## src/rtl/irq_pkg.sv

```systemverilog
package irq_pkg;
    typedef enum logic [1:0] {
        ST_IDLE = 2'd0,
        ST_ACK1 = 2'd1,
        ST_GAP  = 2'd2,
        ST_ACK2 = 2'd3
    } ack_state_t;
endpackage

```

## src/rtl/irq_req_capture.sv

```systemverilog
module irq_req_capture #(
    parameter int N_IRQ = 8
) (
    input  logic             clk,
    input  logic             rst_n,
    input  logic [N_IRQ-1:0] req_in,
    input  logic [N_IRQ-1:0] edge_mode,
    input  logic [N_IRQ-1:0] take_clr,
    output logic [N_IRQ-1:0] irr
);
    logic [N_IRQ-1:0] req_prev;

    always_ff @(posedge clk) begin
        if (!rst_n) begin
            req_prev <= '0;
        end else begin
            req_prev <= req_in;
        end
    end

    for (genvar g = 0; g < N_IRQ; g++) begin : g_line
        always_ff @(posedge clk) begin
            if (!rst_n) begin
                irr[g] <= 1'b0;
            end else if (edge_mode[g]) begin
                // an edge request persists only while the line stays high
                irr[g] <= (irr[g] | (req_in[g] & ~req_prev[g]))
                          & req_in[g] & ~take_clr[g];
            end else begin
                irr[g] <= req_in[g];
            end
        end
    end
endmodule

```

## src/rtl/irq_prio_resolver.sv

```systemverilog
module irq_prio_resolver #(
    parameter int N_IRQ = 8,
    localparam int IDX_W = $clog2(N_IRQ)
) (
    input  logic [N_IRQ-1:0] irr,
    input  logic [N_IRQ-1:0] isr,
    output logic             win_valid,
    output logic [IDX_W-1:0] win_idx
);
    int ceiling;

    always_comb begin
        ceiling = N_IRQ;
        for (int i = N_IRQ - 1; i >= 0; i--) begin
            if (isr[i]) ceiling = i;
        end
        win_valid = 1'b0;
        win_idx   = '0;
        for (int i = N_IRQ - 1; i >= 0; i--) begin
            if (irr[i] && (i < ceiling)) begin
                win_valid = 1'b1;
                win_idx   = IDX_W'(i);
            end
        end
    end
endmodule

```

## src/rtl/irq_ack_fsm.sv

```systemverilog
module irq_ack_fsm
    import irq_pkg::*;
#(
    parameter int N_IRQ = 8,
    localparam int IDX_W = $clog2(N_IRQ),
    localparam logic [IDX_W-1:0] SPUR_IDX = IDX_W'(N_IRQ - 1)
) (
    input  logic             clk,
    input  logic             rst_n,
    input  logic             ack_n,
    input  logic             eoi,
    input  logic             win_valid,
    input  logic [IDX_W-1:0] win_idx,
    input  logic [N_IRQ-1:0] edge_mode,
    output ack_state_t       state,
    output logic [IDX_W-1:0] sel_idx,
    output logic [N_IRQ-1:0] isr,
    output logic [N_IRQ-1:0] take_clr
);
    ack_state_t       state_nx;
    logic             ack_q;
    logic             ack_fall;
    logic             ack_rise;
    logic             take;
    logic [N_IRQ-1:0] set_mask;
    logic [N_IRQ-1:0] eoi_clr;

    assign ack_fall = ack_q & ~ack_n;
    assign ack_rise = ~ack_q & ack_n;

    always_comb begin
        state_nx = state;
        unique case (state)
            ST_IDLE: if (ack_fall) state_nx = ST_ACK1;
            ST_ACK1: if (ack_rise) state_nx = ST_GAP;
            ST_GAP:  if (ack_fall) state_nx = ST_ACK2;
            ST_ACK2: if (ack_rise) state_nx = ST_IDLE;
        endcase
    end

    always_ff @(posedge clk) begin
        if (!rst_n) begin
            state <= ST_IDLE;
            ack_q <= 1'b1;
        end else begin
            state <= state_nx;
            ack_q <= ack_n;
        end
    end

    always_comb begin
        take     = (state == ST_IDLE) && ack_fall;
        set_mask = '0;
        if (take && win_valid) set_mask = N_IRQ'(1) << win_idx;
        take_clr = set_mask & edge_mode;
        eoi_clr  = '0;
        if (eoi) begin
            for (int i = N_IRQ - 1; i >= 0; i--) begin
                if (isr[i]) eoi_clr = N_IRQ'(1) << i;
            end
        end
    end

    always_ff @(posedge clk) begin
        if (!rst_n) begin
            isr     <= '0;
            sel_idx <= '0;
        end else begin
            isr <= (isr & ~eoi_clr) | set_mask;
            if (take) sel_idx <= win_valid ? win_idx : SPUR_IDX;
        end
    end
endmodule

```

## src/rtl/irq_ack_ctrl.sv

```systemverilog
module irq_ack_ctrl
    import irq_pkg::*;
#(
    parameter int N_IRQ = 8,
    parameter int VEC_W = 8,
    localparam int IDX_W = $clog2(N_IRQ),
    localparam int BASE_W = VEC_W - IDX_W
) (
    input  logic              clk,
    input  logic              rst_n,
    input  logic [N_IRQ-1:0]  req_in,
    input  logic [N_IRQ-1:0]  edge_mode,
    input  logic [BASE_W-1:0] vec_base,
    input  logic              ack_n,
    input  logic              eoi,
    output logic              int_out,
    output logic [VEC_W-1:0]  vec_out,
    output logic              vec_valid,
    output logic [N_IRQ-1:0]  irr_out,
    output logic [N_IRQ-1:0]  isr_out
);
    ack_state_t       state;
    logic [N_IRQ-1:0] irr;
    logic [N_IRQ-1:0] isr;
    logic [N_IRQ-1:0] take_clr;
    logic             win_valid;
    logic [IDX_W-1:0] win_idx;
    logic [IDX_W-1:0] sel_idx;

    irq_req_capture #(.N_IRQ(N_IRQ)) u_cap (
        .clk(clk), .rst_n(rst_n), .req_in(req_in), .edge_mode(edge_mode),
        .take_clr(take_clr), .irr(irr)
    );

    irq_prio_resolver #(.N_IRQ(N_IRQ)) u_res (
        .irr(irr), .isr(isr), .win_valid(win_valid), .win_idx(win_idx)
    );

    irq_ack_fsm #(.N_IRQ(N_IRQ)) u_fsm (
        .clk(clk), .rst_n(rst_n), .ack_n(ack_n), .eoi(eoi),
        .win_valid(win_valid), .win_idx(win_idx), .edge_mode(edge_mode),
        .state(state), .sel_idx(sel_idx), .isr(isr), .take_clr(take_clr)
    );

    always_comb begin
        int_out   = (state == ST_IDLE) && win_valid;
        vec_valid = (state == ST_ACK2);
        vec_out   = vec_valid ? {vec_base, sel_idx} : '0;
        irr_out   = irr;
        isr_out   = isr;
    end
endmodule

```

## config.mk

```make
export PLATFORM = sky130hd
export DESIGN_NAME = irq_ack_ctrl
export DESIGN_NICKNAME = d
export VERILOG_FILES = /design/src/rtl/irq_pkg.sv /design/src/rtl/irq_req_capture.sv /design/src/rtl/irq_prio_resolver.sv /design/src/rtl/irq_ack_fsm.sv /design/src/rtl/irq_ack_ctrl.sv
export SDC_FILE = /design/constraint.sdc
export NUM_CORES = 1
export LEC_CHECK = 0
export ABC_AREA = 1
export BUFFER_PORTS_ARGS = -buffer_cell sky130_fd_sc_hd__buf_2
export CELL_PAD_IN_SITES_DETAIL_PLACEMENT = 1
export CELL_PAD_IN_SITES_GLOBAL_PLACEMENT = 1
export CORE_MARGIN = 2
export CORE_UTILIZATION = 35
export CTS_CLUSTER_DIAMETER = 200
export DETAILED_ROUTE_END_ITERATION = 10
export PLACE_DENSITY_LB_ADDON = 0.15
export SYNTH_ARGS = -nofsm -noshare
export SYNTH_HDL_FRONTEND = slang
export SYNTH_SLANG_ARGS = --single-unit
```

## constraint.sdc

```tcl
create_clock -name clk -period 1.9 [get_ports clk]
set_clock_uncertainty 0.15 [all_clocks]
set_input_delay 0.285 -clock clk [delete_from_list [all_inputs] [get_ports clk]]
set_output_delay 0.285 -clock clk [all_outputs]
set_load 0.01 [all_outputs]
```

---- Yosys cells after proc, flatten, opt, wreduce, memory -nomap -nowiden ----
Index checks and enable logic that the tools add are counted.
word-level totals
  register bits ........................... 30
  output and inout port bits .............. 26
  logic and storage cells ................. 147
operators by class
  $lt $le $gt $ge ......................... 8
  eq/ne operators ......................... 7
  shift-type cells ........................ 1
  multiplexer cells ....................... 49
  bitwise gates (word level) .............. 56
  reductions and logical operators ........ 13
operator list
  cell                                                                     number
  8-bit 2-to-1 mux                                                         11
  4-bit 2-to-1 mux                                                         8
  3-bit 2-to-1 mux                                                         9
  1-bit AND                                                                26
  1-bit NOT                                                                18
  8-bit AND                                                                2
  3-bit by 4-bit < comparator with 1-bit output, first input constant      4
  1-bit 2-to-1 mux                                                         16
  1-bit logical AND                                                        11
  1-bit by 4-bit < comparator with 1-bit output, first input constant      2
  2-bit by 4-bit < comparator with 1-bit output, first input constant      2
  2-bit 2-to-1 mux                                                         4
  2-bit by 1-bit inequality test with 1-bit output, second input constant  4
  8-bit NOT                                                                1
  1-bit bitwise OR                                                         8
  8-bit bitwise OR                                                         1
  2-bit case mux with 4 select lines                                       1
  1-bit by 3-bit left shift with 8-bit output, first input constant        1
  2-bit == test, second input constant                                     2
  4-bit AND reduction                                                      1
  2-bit by 1-bit == test with 1-bit output, second input constant          1
  2-bit logical NOT                                                        1

---- Logic depth before layout (Yosys ltp) ----
Gate-level depths: netlist of the first run.
  word-level depth ........................ 24
  gate-level depth with buffers ........... 14
  gate-level depth less buffers ........... 14

---- By module ----
Synthesis of the first run repeated with hierarchy kept, for this count alone.
second synthesis, totals
  cell total of the unflattened synthesis .. 265
  area total of the unflattened synthesis .. 1706.6 um2
by module, submodules not included
  module             times used  cells an instance  area each (um2)
  irq_ack_fsm        1           118                789.5
  irq_req_capture    1           73                 576.8
  irq_prio_resolver  1           53                 259.0
  irq_ack_ctrl       1           21                 81.3

---- Worst setup path after synthesis of the first run ----
No wires, ideal clock.
  path kind ............................... register to output
  start ................................... reg u_fsm.isr[0]
  end ..................................... out int_out
  data arrival time ....................... 1.303 ns
  required time ........................... 1.465 ns
  setup slack ............................. 0.162 ns
  cell stages (with the launch flop) ...... 8
  buffers on the path ..................... 0
  cells stage by stage .................... dfxtp_1 > nor2_1 > nor2_4 > nand2_2 > inv_2 > nand4_1 > nand2_1 > inv_1
on the way
  longest elaborated chain between the ends .. 12
ends and longest elaborated chain
  item                                           RTL line                 RTL
  start: declaration                             irq_ack_fsm.sv:17        output logic [N_IRQ-1:0] isr,
  start signal: assignment                       irq_ack_fsm.sv:69        isr <= (isr & ~eoi_clr) | set_mask;
  4-bit 2-to-1 mux (*)                           irq_prio_resolver.sv:15  if (isr[i]) ceiling = i;
  3-bit by 4-bit < comparator with 1-bit output  irq_prio_resolver.sv:20  if (irr[i] && (i < ceiling)) begin
  1-bit logical AND                              irq_prio_resolver.sv:20
  1-bit 2-to-1 mux (7 in series)                 irq_prio_resolver.sv:20
  1-bit 2-to-1 mux (*)                           irq_prio_resolver.sv:20
  1-bit logical AND (*)                          irq_ack_ctrl.sv:46       int_out = (state == ST_IDLE) && win_valid;
  end: declaration                               irq_ack_ctrl.sv:16       output logic int_out,
Mark *: on every way between the ends. The rest lies on a longest branch, timed or not.

---- Worst setup path in the final report of the first run ----
  start ................................... reg u_fsm.isr[1]
  end ..................................... out int_out
on the way
  longest elaborated chain between the ends .. 13
ends and longest elaborated chain
  item                                           RTL line
  4-bit 2-to-1 mux (*) (2 in series)             irq_prio_resolver.sv:15
  3-bit by 4-bit < comparator with 1-bit output  irq_prio_resolver.sv:20
  1-bit logical AND                              irq_prio_resolver.sv:20
  1-bit 2-to-1 mux (7 in series)                 irq_prio_resolver.sv:20
  1-bit 2-to-1 mux (*)                           irq_prio_resolver.sv:20
  1-bit logical AND (*)                          irq_ack_ctrl.sv:46
Marks and branches as above.

==> metrics.txt, run 1 <==
outcome=finished with violations; failing checks=negative setup slack; number of sinks on the clock net=30; Clk pin slew, worst setup/hold paths=approximately 0.06 ns; area occupied by registers=609 um^2; number of remaining DRC errors=0; worst min-delay path startpoint=edge_mode[4]; insertion delay to the later sink of the worst-skew pair=0.29 ns; Max transition margin=0.732; Antenna Cells=0; RR Endpoint=u_cap.irr[7]$_SDFF_PN0_; Required @ worst endpoint=1.46 ns; Die Area=0.00502 mm^2; Leak=1.24 nW; Die Y=roughly 71 um; category of the critical setup timing path=reg2out; Post-Syn Nets=around 250; reg2reg setup slack=-0.02 ns; final count of hold timing violations=0; combined buffer and inverter count along the critical path=5; Routed WL per cell=12.5 um; kind of cell adding the most delay to the critical path=simple AND/OR/NAND/NOR gates; number of global-route vias before repair=1546; number of max-cap violations=0; total clock buffers created by CTS=5; setup repair after global routing missed its margin=true; Initial DRT Pass Iterations=4; number of vias per cell after detailed routing=approximately 4.7; critical path's slowest cell=sky130_fd_sc_hd__dfxtp_4; post-route antenna net violation count=0; initial antenna violation count=0; layout cell share with drive strength beyond 1=0.467; starting density of the core=0.362; final worst path period share=1.09; post-layout total power=2.18 mW; die extent in x=70.9 um; post-synthesis instance area=0.00157 mm^2; crit path capture type=output pin; Cell Rows=24; global-route wire length before repair=6710 um; Yosys warnings=0; most numerous cell on the critical path=sky130_fd_sc_hd__nand2_2; average footprint of a synthesized cell=slightly above 7 um^2; fill cell instance count of the final layout=569; minimum clock period=slightly above 2 ns; relative area change from synthesis to final layout=44.7%; Crit Reg-Reg Startpoint=u_fsm.isr[1]$_SDFF_PN0_; combined area of the multi-input logic cells=about 910 um^2; routability congestion estimate from global placement=0.802; number of port buffers=50; achievable frequency=roughly 0.48 GHz; register bit total from synthesis=30; part of the Yosys area used for sequential elements=0.384; Initial DRC Count=36; synthesized netlist cell count=216; Slew Viols, Final=0; area of the core=0.00432 mm^2; clock root cell=sky130_fd_sc_hd__clkbuf_8; boundary pin count=51; total routing resource utilization after global routing=0.169; post-synthesis cell type count=26; cell-by-cell trace of the critical path=nor2_4 > inv_4 > nor2_8 > nand2_2 > nand2_2 > inv_2 > nand2_2 > inv_4 > nand4_1 > nand2_1 > inv_1 > buf_2; DR vias=1587; clock tree from TritonCTS=done; largest net degree at the start of global routing=14; WHS Path Cells=2; pin slew with the least headroom to its limit=0.400 ns; worst supply voltage drop on vdd=approximately 500 uV; setup ws final=-0.176 ns; critical path's largest stage delay=0.36 ns; final setup TNS=-0.223 ns; CTS H-tree depth=2; arrival time of the worst setup path=1.64 ns; Final Setup Violations=6; depth of the worst register-to-register path=14; final global-route overflow total=0; end point of the most critical hold path=u_cap.irr[4]$_SDFF_PN0_; power density over the cells=960 mW/mm^2; crit path launch type=register; count of cell instances traversed by the critical path=12; number of buffers on the longest clock path=2; number of nets in the layout=317; Detailed Place HPWL=3100 um; Critical Path Fanout Max=6; path class of the lowest-slack min-delay path=in2reg; Routed WL=4270 um; hold buffers post-CTS=0
[registers in the layout, summed over array words and instances (netlist names)]
| signal | count |
|---|---|
| u_fsm.ack_q | 1 |
| u_fsm.sel_idx | 3 |
| u_fsm.isr | 8 |
| u_cap.req_prev | 8 |
| u_cap.irr | 8 |
| u_fsm.state | 2 |
[cell usage after synthesis]
library cell	n	area (um^2)
sky130_fd_sc_hd__nand2_1	55	206
sky130_fd_sc_hd__inv_1	43	161
sky130_fd_sc_hd__dfxtp_1	30	601
sky130_fd_sc_hd__a21oi_1	14	70.1
sky130_fd_sc_hd__nor2_1	10	37.5
sky130_fd_sc_hd__o21ai_0	9	45.0
sky130_fd_sc_hd__nand4_1	7	43.8
sky130_fd_sc_hd__nand2_2	6	37.5
sky130_fd_sc_hd__nand3_2	5	50.1
sky130_fd_sc_hd__a21oi_2	4	35.0
sky130_fd_sc_hd__ha_1	4	50.1
sky130_fd_sc_hd__inv_2	4	15.0
sky130_fd_sc_hd__nand3_1	4	20.0
sky130_fd_sc_hd__nand2_4	3	33.8
sky130_fd_sc_hd__a31oi_1	2	12.5
sky130_fd_sc_hd__clkbuf_1	2	7.51
sky130_fd_sc_hd__nor2_2	2	12.5
sky130_fd_sc_hd__nor2_4	2	22.5
sky130_fd_sc_hd__nor2_8	2	40.0
sky130_fd_sc_hd__o31ai_1	2	15.0
sky130_fd_sc_hd__a211oi_1	1	7.51
sky130_fd_sc_hd__a21oi_4	1	16.3
sky130_fd_sc_hd__and2_4	1	8.76
sky130_fd_sc_hd__clkinv_1	1	3.75
sky130_fd_sc_hd__inv_4	1	6.26
sky130_fd_sc_hd__o22ai_1	1	6.26
[layout make-up]
type / count / share of cell area
Sequential cell: 30 / 0.269
Tap cell: 52 / 0.0287
Inverter: 49 / 0.0834
Timing Repair Buffer: 67 / 0.170
Clock buffer: 5 / 0.0304
Clock inverter: 3 / 0.0177
Multi-Input combinational cell: 135 / 0.401
[worst max-delay path by stage]
| stage | slack [ns] | to | from |
|---|---|---|---|
| 2_1_floorplan | 0.16 | int_out | u_fsm.isr[0]$_SDFF_PN0_ |
| 3_3_place_gp | 0.07 | int_out | u_fsm.isr[1]$_SDFF_PN0_ |
| 3_5_place_dp | 0.03 | int_out | u_fsm.isr[1]$_SDFF_PN0_ |
| 4_1_cts | -0.19 | int_out | u_fsm.isr[0]$_SDFF_PN0_ |
| 5_1_grt | -0.34 | int_out | u_fsm.isr[1]$_SDFF_PN0_ |
| 6_report | -0.18 | int_out | u_fsm.isr[1]$_SDFF_PN0_ |
[cells in the final DEF, fill, tap and decap left out, types with 7 or more instances in the layout]
cell type,count
sky130_fd_sc_hd__nor2_1,10
sky130_fd_sc_hd__nand2_2,12
sky130_fd_sc_hd__nand2_1,46
sky130_fd_sc_hd__buf_4,15
sky130_fd_sc_hd__a21oi_2,14
sky130_fd_sc_hd__nand4_1,7
sky130_fd_sc_hd__buf_2,50
sky130_fd_sc_hd__o21ai_0,9
sky130_fd_sc_hd__inv_1,41
sky130_fd_sc_hd__dfxtp_1,25
[through the flow]
stage | worst slack (ns) | instances | util | hold WS [ns] | area, um^2
2_1_floorplan | 0.162 | 216 | - | 0.219 | 1570
3_3_place_gp | 0.0669 | 322 | 0.444 | 0.316 | 1920
3_5_place_dp | 0.0344 | 322 | 0.444 | 0.319 | 1920
4_1_cts | -0.186 | 336 | 0.484 | 0.0175 | 2090
5_1_grt | -0.345 | 341 | 0.524 | 0.00729 | 2260
6_report | -0.176 | 341 | 0.524 | 0.0183 | 2260
[worst register-to-register path, cell delays in order, from the launching register on]
cell,delay (ns)
sky130_fd_sc_hd__dfxtp_4,0.36
sky130_fd_sc_hd__nor2_4,0.15
sky130_fd_sc_hd__buf_6,0.12
sky130_fd_sc_hd__nand2_4,0.04
sky130_fd_sc_hd__a21oi_2,0.09
sky130_fd_sc_hd__nand2_1,0.07
sky130_fd_sc_hd__nand2_1,0.08
sky130_fd_sc_hd__nand2_2,0.07
sky130_fd_sc_hd__buf_4,0.13
sky130_fd_sc_hd__nand2_2,0.05
sky130_fd_sc_hd__nand2_2,0.06
sky130_fd_sc_hd__nand2_4,0.11
sky130_fd_sc_hd__nand4_1,0.16
sky130_fd_sc_hd__nand2_1,0.12
sky130_fd_sc_hd__a21oi_2,0.05
[what timing repair did]
item	in CTS	in global routing
buffers inserted	6	5
setup endpoints to repair	1	19
gates resized for setup	9	32
pin swaps	6	13
[kinds of logic (layout without fill, tap and decap cells)]
logic type	count (synthesis)	count (layout)	share of synthesized area
AOI/OAI and AO/OA	34	34	0.133
adders and majority gates	4	4	0.0320
buffers and inverters	51	124	0.124
DFF	30	30	0.384
and+or+nand+nor	97	97	0.328
[per-layer routing]
| metal | GRT usage | part of all wire |
|---|---|---|
| met5 | 0 | 0 |
| met4 | 0.0692 | 0.027 |
| met3 | 0.0513 | 0.036 |
| met2 | 0.289 | 0.49 |
| met1 | 0.197 | 0.45 |
[power breakdown]
part	leakage (nW)	internal, mW	switching, mW
Combinational	0.928	0.326	0.472
Clock	0.0579	0.385	0.253
Sequential	0.250	0.694	0.0442
Total	1.24	1.41	0.770
Power figures use the tool's default switching activity.
==> run 2: changes to the inputs <==
ABC_AREA = not set   (was 1)
CAP_MARGIN = 40   (was not set)
==> run 2 against run 1 <==
Effect of this change: the flow still finishes with violations (negative setup slack); utilization grew 1.4 points; global-route usage grew 3.7 points; area after synthesis shrank 5.3%; final cell count shrank 13%; critical path type is now reg2reg; total power shrank 11%; largest cell class unchanged; worst hold slack gained 0.013 ns.
==> metrics.txt, run 2 <==
Routed WL=4820 um (was 4270 um); Final Setup Violations=15 (was 6); power density over the cells=896 mW/mm^2 (was 960 mW/mm^2); xor and xnor area share after synthesis=0 (unchanged); number of instances in the placed design=285 (was 322); post-synthesis instance area=0.00148 mm^2 (was 0.00157 mm^2); final global-route overflow total=0 (unchanged); worst min-delay path startpoint=edge_mode[7] (was edge_mode[4]); failing checks=negative setup slack (unchanged); number of port buffers=50 (unchanged); ys async rst share=0 (unchanged); critical path's slowest cell=sky130_fd_sc_hd__dfxtp_2 (was sky130_fd_sc_hd__dfxtp_4); Clk pin slew, worst setup/hold paths=0.06 ns (about the same); die extent in x=69.1 um (was 70.9 um); biggest registers after layout=u_cap.irr: 8 flops, u_cap.req_prev: 8 flops, u_fsm.isr: 8 flops (unchanged); register bit total from synthesis=30 (unchanged); Initial DRT Pass Iterations=4 (unchanged); Crit Reg-Reg Startpoint=u_fsm.isr[0]$_SDFF_PN0_ (was u_fsm.isr[1]$_SDFF_PN0_); final count of hold timing violations=0 (unchanged); Leak=1.00 nW (was 1.24 nW); path class of the lowest-slack min-delay path=in2reg (unchanged); relative area change from synthesis to final layout=46.2% (was 44.7%); pin slew with the least headroom to its limit=0.465 ns (was 0.400 ns); cell with the most instances after synthesis=sky130_fd_sc_hd__dfxtp_1 (was sky130_fd_sc_hd__nand2_1); setup repair after global routing missed its margin=true (unchanged); number of buffers on the longest clock path=2 (unchanged); global-route wire length before repair=7980 um (was 6710 um); crit path capture type=register (was output pin); end point of the most critical hold path=u_cap.irr[7]$_SDFF_PN0_ (was u_cap.irr[4]$_SDFF_PN0_); synth cell count leaders=sky130_fd_sc_hd__dfxtp_1, sky130_fd_sc_hd__and2_1, sky130_fd_sc_hd__nand2_1 (was sky130_fd_sc_hd__nand2_1, sky130_fd_sc_hd__inv_1, sky130_fd_sc_hd__dfxtp_1); Die Area=0.00477 mm^2 (was 0.00502 mm^2); CTS H-tree depth=2 (unchanged); average footprint of a synthesized cell=8.62 um^2 (was 7.25 um^2); Worst Setup Slack post-DPL=-0.114 ns (was 0.0344 ns); Required @ worst endpoint=1.97 ns (was 1.46 ns); top library cells by usage in the layout, fill and taps aside=sky130_fd_sc_hd__buf_2, sky130_fd_sc_hd__dfxtp_1, sky130_fd_sc_hd__buf_4 (was sky130_fd_sc_hd__buf_2, sky130_fd_sc_hd__nand2_1, sky130_fd_sc_hd__inv_1); number of global-route vias before repair=1666 (was 1546); top cell type by total area after synthesis=sky130_fd_sc_hd__dfxtp_1 (unchanged); largest net degree at the start of global routing=26 (was 14); post-route antenna net violation count=0 (unchanged); achievable frequency=0.494 GHz (was 0.482 GHz); dominant combinational cell family by area after synthesis=simple AND/OR/NAND/NOR gates (unchanged); proportion of synthesized area in mux cells=0.00675 (was 0); Post-Synth Simple-Gate Area=0.296 (was 0.328); Antenna Cells=0 (unchanged); number of remaining DRC errors=0 (unchanged); cell-by-cell trace of the critical path=buf_6 > nor4_4 > buf_4 > buf_4 > buf_4 > o2111ai_1 > nand4bb_4 > or2_0 > a21boi_1 (was nor2_4 > inv_4 > nor2_8 > nand2_2 > nand2_2 > inv_2 > nand2_2 > inv_4 > nand4_1 > nand2_1 > inv_1 > buf_2); Max transition margin=0.690 (was 0.732); Slew Viols, Final=0 (unchanged); clock tree from TritonCTS=done (unchanged); Detailed Place HPWL=3480 um (was 3100 um); Initial DRC Count=83 (was 36); Compound-Gate Fraction of Synth Area=0.220 (was 0.133); outcome=finished with violations (unchanged); boundary pin count=51 (unchanged); hold buffers post-CTS=0 (unchanged); crit path launch type=register (unchanged); share of Yosys cell area claimed by the top area cell type=0.405 (was 0.384); routability congestion estimate from global placement=0.841 (was 0.802); layout cell share with drive strength beyond 1=0.427 (was 0.467); Post-Syn Nets=201 (was 245); WHS Path Cells=2 (unchanged); number of vias per cell after detailed routing=5.31 (was 4.65); number of max-cap violations=0 (unchanged); starting density of the core=0.368 (was 0.362); final worst path period share=1.06 (was 1.09); arrival time of the worst setup path=2.09 ns (was 1.64 ns); number of nets in the layout=274 (was 317); most frequent standard cell in the layout excluding fill and tap cells=sky130_fd_sc_hd__buf_2 (unchanged); post-layout total power=1.94 mW (was 2.18 mW); minimum clock period=2.02 ns (was 2.08 ns); Synth Flop Type=sky130_fd_sc_hd__dfxtp_1 (unchanged); Yosys warnings=0 (unchanged); area of the core=0.00403 mm^2 (was 0.00432 mm^2); initial antenna violation count=0 (unchanged); depth of the worst register-to-register path=9 (was 14); total clock buffers created by CTS=5 (unchanged); worst supply voltage drop on vdd=504 uV (was 500 uV); RR Endpoint=u_fsm.isr[7]$_SDFF_PN0_ (was u_cap.irr[7]$_SDFF_PN0_); most numerous cell on the critical path=sky130_fd_sc_hd__buf_4 (was sky130_fd_sc_hd__nand2_2); Hold Worst Slack=0.0316 ns (was 0.0183 ns); post-synthesis cell type count=43 (was 26); dominant cells by area after synthesis=sky130_fd_sc_hd__dfxtp_1, sky130_fd_sc_hd__and2_1, sky130_fd_sc_hd__o21ai_0 (was sky130_fd_sc_hd__dfxtp_1, sky130_fd_sc_hd__nand2_1, sky130_fd_sc_hd__inv_1); insertion delay to the later sink of the worst-skew pair=0.28 ns (was 0.29 ns); Critical Path Fanout Max=4 (was 6); critical path's largest stage delay=0.33 ns (was 0.36 ns); reg2reg setup slack=-0.12 ns (was -0.02 ns); final setup TNS=-1.10 ns (was -0.223 ns); category of the critical setup timing path=reg2reg (was reg2out); Routed WL per cell=16.3 um (was 12.5 um); Cell Rows=23 (was 24); clock root cell=sky130_fd_sc_hd__clkbuf_8 (unchanged); Die Y=69.1 um (was 70.9 um); number of enable-type register cells in the synthesized netlist=0 (unchanged); synthesized-area fraction occupied by adder cells=0.0338 (was 0.0320); total routing resource utilization after global routing=0.206 (was 0.169); part of the Yosys area used for sequential elements=0.405 (was 0.384); synthesized netlist cell count=172 (was 216); non-filler instance count after layout=296 (was 341); DR vias=1572 (was 1587); setup ws final=-0.123 ns (was -0.176 ns); number of sinks on the clock net=30 (unchanged)
[run 2: cell count changes after synthesis, moves of 4 or more]
cell and delta:
sky130_fd_sc_hd__inv_1 -34, sky130_fd_sc_hd__nand2_2 -6, sky130_fd_sc_hd__o21ai_0 +4, sky130_fd_sc_hd__inv_2 -4, sky130_fd_sc_hd__a21oi_1 -9, sky130_fd_sc_hd__nor2b_1 +6
sky130_fd_sc_hd__nand3_2 -5, sky130_fd_sc_hd__nand2_1 -40, sky130_fd_sc_hd__and2_1 +18, sky130_fd_sc_hd__a21boi_0 +7, sky130_fd_sc_hd__nand4_1 -7, sky130_fd_sc_hd__nand3_1 +4
[run 2: metrics by stage]
| step | util | instance area (um^2) |
|---|---|---|
| after floorplan | - | 1480 |
| after global placement | 0.472 | 1900 |
| after detailed placement | 0.472 | 1900 |
| after CTS | 0.522 | 2100 |
| after global routing | 0.538 | 2170 |
| final | 0.538 | 2170 |
[run 2: worst max path at each step]
stage / from / end / cells past startpoint
5_1_grt: u_fsm.isr[0]$_SDFF_PN0_ / int_out / 7
3_3_place_gp: eoi / u_fsm.isr[6]$_SDFF_PN0_ / 6
4_1_cts: u_fsm.isr[0]$_SDFF_PN0_ / int_out / 7
3_5_place_dp: eoi / u_fsm.isr[6]$_SDFF_PN0_ / 6
2_1_floorplan: u_fsm.isr[0]$_SDFF_PN0_ / u_fsm.isr[6]$_SDFF_PN0_ / 6
6_report: u_fsm.isr[0]$_SDFF_PN0_ / u_fsm.isr[7]$_SDFF_PN0_ / 9
[run 2: critical path: cells and delay by family (launching register included)]
family	cells	cell delay, ns
DFF	1	0.33
buffers and inverters	4	0.50
AOI/OAI and AO/OA	2	0.25
and+or+nand+nor	3	0.72
[run 2: cell families (layout without fill, tap and decap cells)]
kind of cell	Yosys count	in the layout
AND/OR/NAND/NOR	76	76
AO/OA/AOI/OAI	48	48
flip-flops	30	30
buffers and inverters	13	87
adder cells (fa/ha/maj)	4	4
multiplexers	1	1
[run 2: cell type report]
cell class                      instances  area [um^2]
Timing Repair Buffer                   70          404
Multi-Input combinational cell        129          955
Tap cell                               50         62.6
Sequential cell                        30          604
Inverter                                9         33.8
Fill cell                             510         1860
Clock buffer                            5         68.8
Clock inverter                          3         40.0
[run 2: report_power, final]
group / total [mW] / internal, mW / switching, mW
logic: 0.592 / 0.282 / 0.310
clock network: 0.631 / 0.385 / 0.245
registers: 0.721 / 0.680 / 0.0408
total: 1.94 / 1.35 / 0.596
[run 2: per-layer routing]
layer | GRT usage | routed length, um | vias up | part of all wire
met3 | 0.0512 | 239 | 14 | 0.050
li1 | - | - | 757 | -
met4 | 0.0871 | 142 | 0 | 0.029
met2 | 0.345 | 2370 | 52 | 0.49
met5 | 0 | 0 | - | 0
met1 | 0.249 | 2070 | 749 | 0.43
[run 2: repair_timing]
item / in CTS / in global routing
pin swaps: 4 / 4
gates resized for setup: 18 / 15
setup buffers: 3 / 0
endpoints found under the setup margin: 15 / 27
==> run 3: changes to the inputs <==
--- a/config.mk
+++ b/config.mk
@@ -16,2 +16,3 @@
 export PLACE_DENSITY_LB_ADDON = 0.15
+export SETUP_SLACK_MARGIN = 0.05
 export SYNTH_ARGS = -nofsm -noshare
--- a/constraint.sdc
+++ b/constraint.sdc
@@ -4,2 +4,2 @@
 set_output_delay 0.285 -clock clk [all_outputs]
-set_load 0.01 [all_outputs]
+set_load 0.005 [all_outputs]
==> run 3 against run 2 <==
Effect of this change: first-iteration DRC count shrank 6.0%; sequential power is essentially flat; register-to-register slack lost 0.04 ns; count of clock-buffer cells in the layout grew 2; largest power group unchanged; the flow still finishes with violations (negative setup slack); total power shrank 0.47%; combinational power grew 13%; utilization grew 2.9 points.
==> metrics.txt, run 3 (synthesis results as in run 2) <==
outcome=finished with violations (unchanged); failing checks=negative setup slack (unchanged); arrival time of the worst setup path=2.08 ns (was 2.09 ns); number of global-route vias before repair=1661 (was 1666); power density over the cells=846 mW/mm^2 (was 896 mW/mm^2); global-route wire length before repair=8020 um (was 7980 um); final global-route overflow total=0 (unchanged); Initial DRC Count=78 (was 83); CTS H-tree depth=2 (unchanged); Crit Reg-Reg Startpoint=u_fsm.isr[0]$_SDFF_PN0_ (unchanged); number of port buffers=50 (unchanged); Highest Signal Layer=met4 (unchanged); layout cell share with drive strength beyond 1=0.479 (was 0.427); Met1 Wirelength=2160 um (was 2070 um); Hold Worst Slack=0.0265 ns (was 0.0316 ns); crit path launch type=register (unchanged); Finished Core Util=0.567 (was 0.538); Clk pin slew, worst setup/hold paths=0.07 ns (was 0.06 ns); area of the core=0.00403 mm^2 (unchanged); boundary pin count=51 (unchanged); number of remaining DRC errors=0 (unchanged); Die Area=0.00477 mm^2 (unchanged); number of max-cap violations=0 (unchanged); relative area change from synthesis to final layout=54.1% (was 46.2%); Leak=1.05 nW (was 1.00 nW); number of sinks on the clock net=30 (unchanged); category of the critical setup timing path=reg2reg (unchanged); minimum clock period=2.06 ns (was 2.02 ns); total clock buffers created by CTS=5 (unchanged); Detailed Place HPWL=3330 um (was 3480 um); combined area of the multi-input logic cells=991 um^2 (was 955 um^2); fill cell instance count of the final layout=485 (was 510); pin slew with the least headroom to its limit=0.445 ns (was 0.465 ns); final count of hold timing violations=0 (unchanged); critical path's largest stage delay=0.33 ns (about the same); RR Endpoint=u_fsm.isr[2]$_SDFF_PN0_ (was u_fsm.isr[7]$_SDFF_PN0_); Cell Rows=23 (unchanged); post-route antenna net violation count=0 (unchanged); Max transition margin=0.702 (was 0.690); cell-by-cell trace of the critical path=buf_6 > nor4_4 > buf_4 > buf_4 > buf_4 > o2111ai_4 > buf_6 > a21oi_4 > o31ai_2 > and2_1 (was buf_6 > nor4_4 > buf_4 > buf_4 > buf_4 > o2111ai_1 > nand4bb_4 > or2_0 > a21boi_1); crit path capture type=register (unchanged); Critical Path Fanout Max=3 (was 4); Slew Viols, Final=0 (unchanged); end point of the most critical hold path=u_cap.irr[0]$_SDFF_PN0_ (was u_cap.irr[7]$_SDFF_PN0_); die extent in x=69.1 um (unchanged); setup repair after global routing missed its margin=true (unchanged); final setup TNS=-1.52 ns (was -1.10 ns); post-route cell area=0.00228 mm^2 (was 0.00217 mm^2); combined buffer and inverter count along the critical path=5 (was 4); kind of cell adding the most delay to the critical path=buffers and inverters (was simple AND/OR/NAND/NOR gates); worst min-delay path startpoint=edge_mode[0] (was edge_mode[7]); most frequent standard cell in the layout excluding fill and tap cells=sky130_fd_sc_hd__buf_2 (unchanged); Routed WL per cell=15.9 um (was 16.3 um); achievable frequency=0.485 GHz (was 0.494 GHz); initial antenna violation count=0 (unchanged); largest net degree at the start of global routing=26 (unchanged); number of nets in the layout=285 (was 274); final worst path period share=1.08 (was 1.06); total routing resource utilization after global routing=0.206 (about the same); hold buffers post-CTS=0 (unchanged); Required @ worst endpoint=1.92 ns (was 1.97 ns); area occupied by registers=604 um^2 (unchanged); starting density of the core=0.368 (unchanged); most numerous cell on the critical path=sky130_fd_sc_hd__buf_4 (unchanged); post-layout total power=1.93 mW (was 1.94 mW); depth of the worst register-to-register path=10 (was 9); setup ws final=-0.160 ns (was -0.123 ns); top library cells by usage in the layout, fill and taps aside=sky130_fd_sc_hd__buf_2, sky130_fd_sc_hd__dfxtp_1, sky130_fd_sc_hd__buf_4 (unchanged); placement-stage cell area=0.00192 mm^2 (was 0.00190 mm^2); Initial DRT Pass Iterations=4 (unchanged); Routed WL=4870 um (was 4820 um); routability congestion estimate from global placement=0.817 (was 0.841); worst supply voltage drop on vdd=367 uV (was 504 uV); path class of the lowest-slack min-delay path=in2reg (unchanged); number of buffers on the longest clock path=2 (unchanged); metal2 WL=2400 um (was 2370 um); DR vias=1600 (was 1572); clock root cell=sky130_fd_sc_hd__clkbuf_8 (unchanged); Die Y=69.1 um (unchanged); biggest registers after layout=u_cap.irr: 8 flops, u_cap.req_prev: 8 flops, u_fsm.isr: 8 flops (unchanged); clock tree from TritonCTS=done (unchanged); Antenna Cells=0 (unchanged); number of vias per cell after detailed routing=5.21 (was 5.31); WHS Path Cells=2 (unchanged); critical path's slowest cell=sky130_fd_sc_hd__dfxtp_2 (unchanged); reg2reg setup slack=-0.16 ns (was -0.12 ns); met3 WL post-DR=256 um (was 239 um); insertion delay to the later sink of the worst-skew pair=0.28 ns (about the same); Final Setup Violations=16 (was 15)
==> run 3: cell count changes in the layout (fill, tap and decap cells not counted), moves of 2 or more <==
| cell | previous run | this run |
|---|---|---|
| sky130_fd_sc_hd__buf_6 | 1 | 5 |
| sky130_fd_sc_hd__a21boi_0 | 5 | 1 |
| sky130_fd_sc_hd__buf_4 | 19 | 26 |
| sky130_fd_sc_hd__a21boi_1 | 1 | 4 |
| sky130_fd_sc_hd__nor2_4 | 2 | 0 |
| sky130_fd_sc_hd__nor2_2 | 0 | 2 |
==> run 3: cell type report <==
| cell class | instances | area share |
|---|---|---|
| well taps | 50 | 0.0274 |
| clock buffers | 7 | 0.0378 |
| inverters | 9 | 0.0148 |
| clock inverters | 1 | 0.00219 |
| flip-flops and latches | 30 | 0.265 |
| multi-input cells | 129 | 0.434 |
| repair buffers | 81 | 0.220 |
==> run 3: how the worst max path moves through the flow <==
stage,from,endpoint,slack (ns),cells after the start
final,u_fsm.isr[0]$_SDFF_PN0_,u_fsm.isr[2]$_SDFF_PN0_,-0.16,10
after global routing,u_fsm.isr[0]$_SDFF_PN0_,u_cap.irr[7]$_SDFF_PN0_,-0.27,10
after global placement,eoi,u_fsm.isr[6]$_SDFF_PN0_,-0.09,6
after floorplan,u_fsm.isr[0]$_SDFF_PN0_,u_fsm.isr[6]$_SDFF_PN0_,-0.13,6
after CTS,u_fsm.isr[0]$_SDFF_PN0_,int_out,-0.14,7
after detailed placement,eoi,u_fsm.isr[6]$_SDFF_PN0_,-0.10,6
==> run 3: per-layer routing <==
| layer | track usage | vias up |
|---|---|---|
| li1 | - | 780 |
| met1 | 0.254 | 768 |
| met2 | 0.358 | 47 |
| met3 | 0.0439 | 5 |
| met4 | 0.0588 | 0 |
| met5 | 0 | - |
==> run 3: worst reg2reg max path, cell delays in order, from the launching register on <==
cell and delay (ns):
sky130_fd_sc_hd__dfxtp_2 0.33, sky130_fd_sc_hd__buf_6 0.11, sky130_fd_sc_hd__nor4_4 0.20, sky130_fd_sc_hd__buf_4 0.17, sky130_fd_sc_hd__buf_4 0.11, sky130_fd_sc_hd__buf_4 0.11, sky130_fd_sc_hd__o2111ai_4 0.16, sky130_fd_sc_hd__buf_6 0.18
sky130_fd_sc_hd__a21oi_4 0.19, sky130_fd_sc_hd__o31ai_2 0.09, sky130_fd_sc_hd__and2_1 0.15
==> run 3: through the flow <==
| stage | cells | setup WS (ns) |
|---|---|---|
| 2_1_floorplan | 172 | -0.125 |
| 3_3_place_gp | 288 | -0.0864 |
| 3_5_place_dp | 288 | -0.103 |
| 4_1_cts | 306 | -0.139 |
| 5_1_grt | 307 | -0.268 |
| 6_report | 307 | -0.160 |
==> run 3: repair_timing <==
action                     CTS  global route
buffers inserted            10             2
pin swaps                   10             7
setup endpoints to repair   16            27
resized for setup           27            21
==> run 3: power by group <==
part / internal (mW) / leakage, nW / switching, mW
logic: 0.340 / 0.757 / 0.331
registers: 0.680 / 0.249 / 0.0423
clock network: 0.292 / 0.0482 / 0.249
total: 1.31 / 1.05 / 0.622
